**config.mk**
```make
export PLATFORM = sky130hd
export DESIGN_NAME = johnson_decade
export DESIGN_NICKNAME = d
export VERILOG_FILES = /design/src/rtl/jc_pkg.sv /design/src/rtl/jc_ring.sv /design/src/rtl/jc_decode.sv /design/src/rtl/johnson_decade.sv
export SDC_FILE = /design/constraint.sdc
export NUM_CORES = 1
export LEC_CHECK = 0
export ABC_AREA = 1
export ABC_CLOCK_PERIOD_IN_PS = 1010
export CAP_MARGIN = 20
export CORE_AREA = 3 3 40 42
export CTS_BUF_LIST = sky130_fd_sc_hd__clkbuf_8
export DETAILED_ROUTE_END_ITERATION = 10
export DIE_AREA = 0 0 43 45
export SLEW_MARGIN = 20
export SYNTH_ARGS = -nofsm -noshare
export SYNTH_HDL_FRONTEND = slang
export SYNTH_SLANG_ARGS = --single-unit
```
**constraint.sdc**
```tcl
create_clock -name clk -period 1.01 [get_ports clk]
set_input_delay 0.202 -clock clk [delete_from_list [all_inputs] [get_ports clk]]
set_output_delay 0.202 -clock clk [all_outputs]
set_load 0.01 [all_outputs]
```
**src/rtl/jc_pkg.sv**
```systemverilog
package jc_pkg;
  localparam int unsigned JC_STAGES = 5;
  localparam int unsigned JC_DIGITS = 2 * JC_STAGES;
  localparam int unsigned JC_FIX    = 2;   // index of the gated stage (C)

  typedef logic [JC_STAGES-1:0] jc_ring_t;
  typedef logic [JC_DIGITS-1:0] jc_digit_t;

  // Pattern of loop count k, bit 0 = first stage.
  function automatic jc_ring_t jc_pattern(input int unsigned k);
    jc_ring_t r;
    for (int unsigned i = 0; i < JC_STAGES; i++) begin
      if (k <= JC_STAGES) r[i] = (i < k);
      else                r[i] = (i >= k - JC_STAGES);
    end
    return r;
  endfunction

  // True when the pattern is one of the loop states.
  function automatic logic jc_in_loop(input jc_ring_t r);
    logic hit;
    hit = 1'b0;
    for (int unsigned k = 0; k < JC_DIGITS; k++) begin
      if (jc_pattern(k) == r) hit = 1'b1;
    end
    return hit;
  endfunction
endpackage

```
**src/rtl/jc_ring.sv**
```systemverilog
module jc_ring
  import jc_pkg::*;
#(
  parameter int unsigned N   = JC_STAGES,
  parameter int unsigned FIX = JC_FIX
) (
  input  logic         clk,
  input  logic         rst_n,
  input  logic         adv,
  input  logic         ld,
  input  logic [N-1:0] ld_val,
  output logic [N-1:0] q
);
  logic [N-1:0] nxt;
  logic         fix_term;   // gated input of the corrected stage

  assign fix_term = q[FIX-1] & (q[FIX-2] | q[FIX]);

  always_comb begin
    nxt[0] = ~q[N-1];
    for (int unsigned i = 1; i < N; i++) begin
      if (i == FIX) nxt[i] = fix_term;
      else          nxt[i] = q[i-1];
    end
  end

  always_ff @(posedge clk or negedge rst_n) begin
    if (!rst_n)   q <= '0;
    else if (ld)  q <= ld_val;
    else if (adv) q <= nxt;
  end

  p_twist_r3: assert property (@(posedge clk) disable iff (!rst_n)
    (adv && !ld) |=> (q[0] == !$past(q[N-1]) && q[1] == $past(q[0])));

  p_gate_c_r4: assert property (@(posedge clk) disable iff (!rst_n)
    (adv && !ld) |=> (q[FIX] == ($past(q[FIX-1]) && ($past(q[FIX-2]) || $past(q[FIX])))));

  p_hold_r8: assert property (@(posedge clk) disable iff (!rst_n)
    (!adv && !ld) |=> $stable(q));

  p_load_r9: assert property (@(posedge clk) disable iff (!rst_n)
    ld |=> (q == $past(ld_val)));
endmodule

```
**src/rtl/jc_decode.sv**
```systemverilog
module jc_decode
  import jc_pkg::*;
#(
  parameter int unsigned N = JC_STAGES
) (
  input  logic [N-1:0]   q,
  output logic [2*N-1:0] d
);
  // Rising boundaries (ones filling in) and falling boundaries (zeros filling in).
  for (genvar k = 0; k < N; k++) begin : g_pair
    if (k == 0) begin : g_wrap
      assign d[0] = ~q[0] & ~q[N-1];
      assign d[N] =  q[0] &  q[N-1];
    end else begin : g_inner
      assign d[k]     =  q[k-1] & ~q[k];
      assign d[N + k] = ~q[k-1] &  q[k];
    end
  end
endmodule

```
**src/rtl/johnson_decade.sv**
```systemverilog
module johnson_decade
  import jc_pkg::*;
(
  input  logic       clk,
  input  logic       rst_n,
  input  logic       cnt_en,
  input  logic       load_en,
  input  logic [4:0] load_state,
  output logic [9:0] digit,
  output logic       carry_out
);
  jc_ring_t  ring_q;
  jc_digit_t dig_w;
  logic      in_loop;   // present pattern is a loop state

  jc_ring #(.N(JC_STAGES), .FIX(JC_FIX)) u_ring (
    .clk   (clk),
    .rst_n (rst_n),
    .adv   (cnt_en),
    .ld    (load_en),
    .ld_val(load_state),
    .q     (ring_q)
  );

  jc_decode #(.N(JC_STAGES)) u_dec (
    .q(ring_q),
    .d(dig_w)
  );

  assign digit     = dig_w;
  assign carry_out = ~ring_q[JC_STAGES-1];
  assign in_loop   = jc_in_loop(ring_q);

  p_single_digit_r6: assert property (@(posedge clk) disable iff (!rst_n)
    in_loop |-> $onehot(digit));

  p_loop_closed_r10: assert property (@(posedge clk) disable iff (!rst_n)
    (in_loop && cnt_en && !load_en) |=> in_loop);

  p_carry_half_r7: assert property (@(posedge clk) disable iff (!rst_n)
    in_loop |-> (carry_out == (digit[4:0] != 5'd0)));
endmodule

```
# Word-level counts from Yosys, hierarchy flattened
# Cells that the tools add are included.
[totals]
reg_bits = 5
inputBits = 9
output_inout_bits = 11
wordCells = 21
[op_classes]
n_mux = 2
bitwise_logic = 17
reduce_logical = 1
[ops]
columns = ["cell", "count"]
rows = [
  ["$and 1x1->1", 11],
  ["$mux 5", 2],
  ["$not 1->1", 5],
  ["$reduce_bool 2->1", 1],
  ["$or 1x1->1", 1],
]

# Longest topological paths before layout
[logic_depth]
ltp_word = 4
ltp_mapped = 4
depth_no_buf = 4

# Modules after synthesis
# From an unflattened synthesis, not the netlist that was laid out.
[unflattened]
cells_unflattened = 50
area_unflattened_um2 = 310.3
[modules_own_cells]
columns = ["module", "n_inst", "cells_each", "area_each_um2", "seq_area_each_um2"]
rows = [
  ["jc_ring", 1, 33, 246.5, 125.1],
  ["jc_decode", 1, 16, 60.1, 0.0],
  ["johnson_decade", 1, 1, 3.8, 0.0],
]

# Least setup slack after synthesis
# OpenSTA, ideal clock, no wires.
[synth_path]
path_kind = "register to output"
start = "register u_ring.q[2]"
end = "output digit[3]"
t_arrival_ns = 0.627
required_time_ns = 0.808
slack_ns = 0.181
path_stages_with_launch = 3
n_path_buf = 0
path_cell_list = "dfrtp_1 > inv_1 > nor2_1"
[synth_between]
elab_chain_cells = 1
[synth_rtl]
columns = ["item", "line_no", "source"]
rows = [
  ["from (decl)", "jc_ring.sv:12", "output logic [N-1:0] q"],
  ["from (signal assigned)", "jc_ring.sv:29", "else if (ld) q <= ld_val;"],
  ["from (signal assigned)", "jc_ring.sv:30", "else if (adv) q <= nxt;"],
  ["$and 1x1->1", "jc_decode.sv:15", "assign d[k] = q[k-1] & ~q[k];"],
  ["to (decl)", "johnson_decade.sv:9", "output logic [9:0] digit,"],
]
# Every way passes these cells.

# Final worst setup path
[layout_path]
start = "register u_ring.q[4]"
end = "output digit[4]"
[layout_between]
elab_chain_cells = 2
[layout_rtl]
columns = ["item", "line_no"]
rows = [
  ["$not 1->1", "jc_decode.sv:15"],
  ["$and 1x1->1", "jc_decode.sv:15"],
]
# Every way passes these cells.

==> flow_summary_export.csv <==
group,metric,value,unit
clock_tree,ctsHoldBuffers,0,
timing,maxSlewViolCount,0,
timing,worstMarginPinSlew,0.2911,ns
timing,skew,0.003486,ns
routing,first_pass_iters,2,
floorplan,dieArea,1935,um^2
routing,vias,406,
routing,wl,1023,um
worst_setup_path,endpoint_kind,"primary output",
clock_tree,cts_tree,"yes",
global_routing,grtUsageTotal,10.53,%
worst_setup_path,crit_path_end,"digit[4]",
timing,min_period,1.168,ns
clock_tree,root_buffer,"clkbuf_8",
placed_design,dpl.cell_count,86,
worst_setup_path,start_kind,"flop",
worst_hold_path,hold_class,"in2async",
timing,worst_slack,-0.1580,ns
routing,drtIter0Drc,3,
timing,max_freq,0.8561,GHz
floorplan,coreArea,1285,um^2
cells_and_area,nNetsFinal,90,
worst_setup_path,path_class,"reg2out",
cells_and_area,area_growth_syn_to_layout,122.0,%
routing,via_per_inst,4.274,
floorplan,io_pins,20,
logic_synthesis,syn-cell-area,295.3,um^2
cells_and_area,fin_cells,95,
timing,slew_headroom,80.56,%
worst_setup_path,reg2reg_from,"u_ring.q[3]",
routing,drcViolationCount,0,
logic_synthesis,avgSynthCellArea,6.419,um^2
clock_tree,cts_max_level,1,
logic_synthesis,ys_warn_count,0,
floorplan,die_h,45,um
logic_synthesis,synth_edf_count,0,
routing,final_antenna_net_count,0,
logic_synthesis,ys.flop_type,"dfrtp_1",
logic_synthesis,synth_top_area_cell,"dfrtp_1",
timing,rsz0062_at_grt,"true",
worst_setup_path,worst-r2r-cell-count,4,
cells_and_area,largest_reg_flops,5,
global_routing,overflow,0,
worst_setup_path,crit_arrival,0.97,ns
placed_design,port_buffers,19,
clock_tree,cts_sinks,5,
cells_and_area,layout-drive-gt1-share,53.75,%
pwr,power_density,1422,nW/um^2
timing,setup_violations,11,
run,max-cap-violations,0,
floorplan,rows,13,
logic_synthesis,ys_top_cells_by_area,"dfrtp_1, nand2_1, nor2_1, inv_1, nand3_1",
logic_synthesis,yosysSeqAreaShare,42.37,%
placed_design,place_congestion,0.7262,
global_routing,grt_max_degree,6,
logic_synthesis,yosysUniqueCellTypes,8,
global_routing,grt_pass1_wl,1393,um
run_status,violations,"negative setup slack",
run_status,status,"finished with violations",
pwr,ir_worst_vdd,608.7,uV
floorplan,initial_core_util,22.98,%
placed_design,dp_slack,-0.2964,ns
cells_and_area,reg_top3,"u_ring.q (5)",
logic_synthesis,synthTopCellsByCount,"nand2_1, nor2_1, inv_1",
logic_synthesis,synth_top_area_share,42.37,%
floorplan,die_x,43,um
logic_synthesis,yosys_register_bits,5,
clock_tree,clk_latency,0.22,ns
routing,routedWlPerCell,10.77,um
clock_tree,cts_buffer_depth,2,
timing,hold_viol,0,
clock_tree,numCtsBuffers,3,
worst_setup_path,timing.rr.end,"u_ring.q[4]",
logic_synthesis,yosys.cell_count.top_type,"nand2_1",
placed_design,dp_hpwl,647.6,um
global_routing,grt_pass1_vias,329,
cells_and_area,diodes,0,
timing,period_share,115.6,%
logic_synthesis,netlist_instances,46,
worst_setup_path,worstPathMaxFanout,4,
worst_setup_path,cp.required,0.81,ns
logic_synthesis,async_reset_ff_share,100.0,%
worst_setup_path,r2r_slack,0.06,ns
global_routing,antenna_found_initial,0,
cells_and_area,regMostFlops,"u_ring.q",
logic_synthesis,synth_nets,55,
worst_setup_path,startpoint,"u_ring.q[4]",
clock_tree,clk_pin_slew,0.04,ns
pwr,leakage,0.0003569,uW
-- stage by stage --
step / hold slack, ns / utilization (%) / setup TNS (ns) / power (uW) / cell area, um^2
3_5_place_dp: 0.4470 / 42.75 / -3.784 / 514.9 / 549.3
2_1_floorplan: -0.09359 / - / 0 / 337.3 / 295.3
6_report: 0.2037 / 51.02 / -1.280 / 932.3 / 655.6
4_1_cts: 0.2167 / 45.67 / -1.186 / 872.7 / 586.8
5_1_grt: 0.2257 / 51.02 / -1.757 / 985.1 / 655.6
3_3_place_gp: 0.4406 / 42.75 / -3.691 / 512.9 / 549.3
-- where the power goes --
part / internal (uW) / leakage, uW / switching, uW
Sequential: 223 / 0.0000599 / 24.7
Clock: 261 / 0.0000269 / 104
Combinational: 172 / 0.000270 / 148
-- cell type report --
cell class / count / area (um^2)
clock buffers: 3 / 41.29
clock inverters: 1 / 3.754
fillers: 129 / 629.4
inverters: 8 / 30.03
multi-input cells: 33 / 185.2
flip-flops and latches: 5 / 126.4
well taps: 15 / 18.77
repair buffers: 30 / 250.2
-- logic make-up after synthesis --
| logic type | Yosys count | share of synthesized area (%) |
|---|---|---|
| AND/OR/NAND/NOR | 32 | 44.49 |
| buffers and inverters | 8 | 10.17 |
| flip-flops | 5 | 42.37 |
| AO/OA/AOI/OAI | 1 | 2.967 |
-- metal layers --
metal	wire, um	track usage, %	share of wire [%]
met1	371	9.976	36
met2	511	17.07	50
met3	117	5.179	11
met4	22	9.036	2.2
met5	0	0	0
-- placed cells by master, fill, tap and decap left out, drive strengths merged --
| cell | n |
|---|---|
| a21oi | 1 |
| buf | 22 |
| clkbuf | 3 |
| clkdlybuf4s50 | 7 |
| dfrtp | 5 |
| dlymetal6s2s | 1 |
| inv | 9 |
| nand2 | 16 |
| nand3 | 5 |
| nor2 | 11 |
-- how the worst min path moves through the flow --
stage	slack, ns	start	end
final	0.20	rst_n	u_ring.q[4]
after detailed placement	0.45	rst_n	u_ring.q[1]
after global placement	0.44	rst_n	u_ring.q[1]
after floorplan	-0.09	rst_n	u_ring.q[0]
after global routing	0.23	rst_n	u_ring.q[0]
after CTS	0.22	rst_n	u_ring.q[0]
-- timing repair --
item | in CTS | in global routing
resized for setup | 49 | 20
endpoints found under the hold margin | 0 | 0
setup endpoints to repair | 11 | 15
pin swaps | 7 | 3
buffers inserted | 4 | 3
-- worst max-delay path, stage by stage (launching register included) --
cell and delay, ns:
dfrtp_2 0.43, buf_6 0.13, nor2_2 0.05, buf_2 0.12
Power figures use the tool's default switching activity.
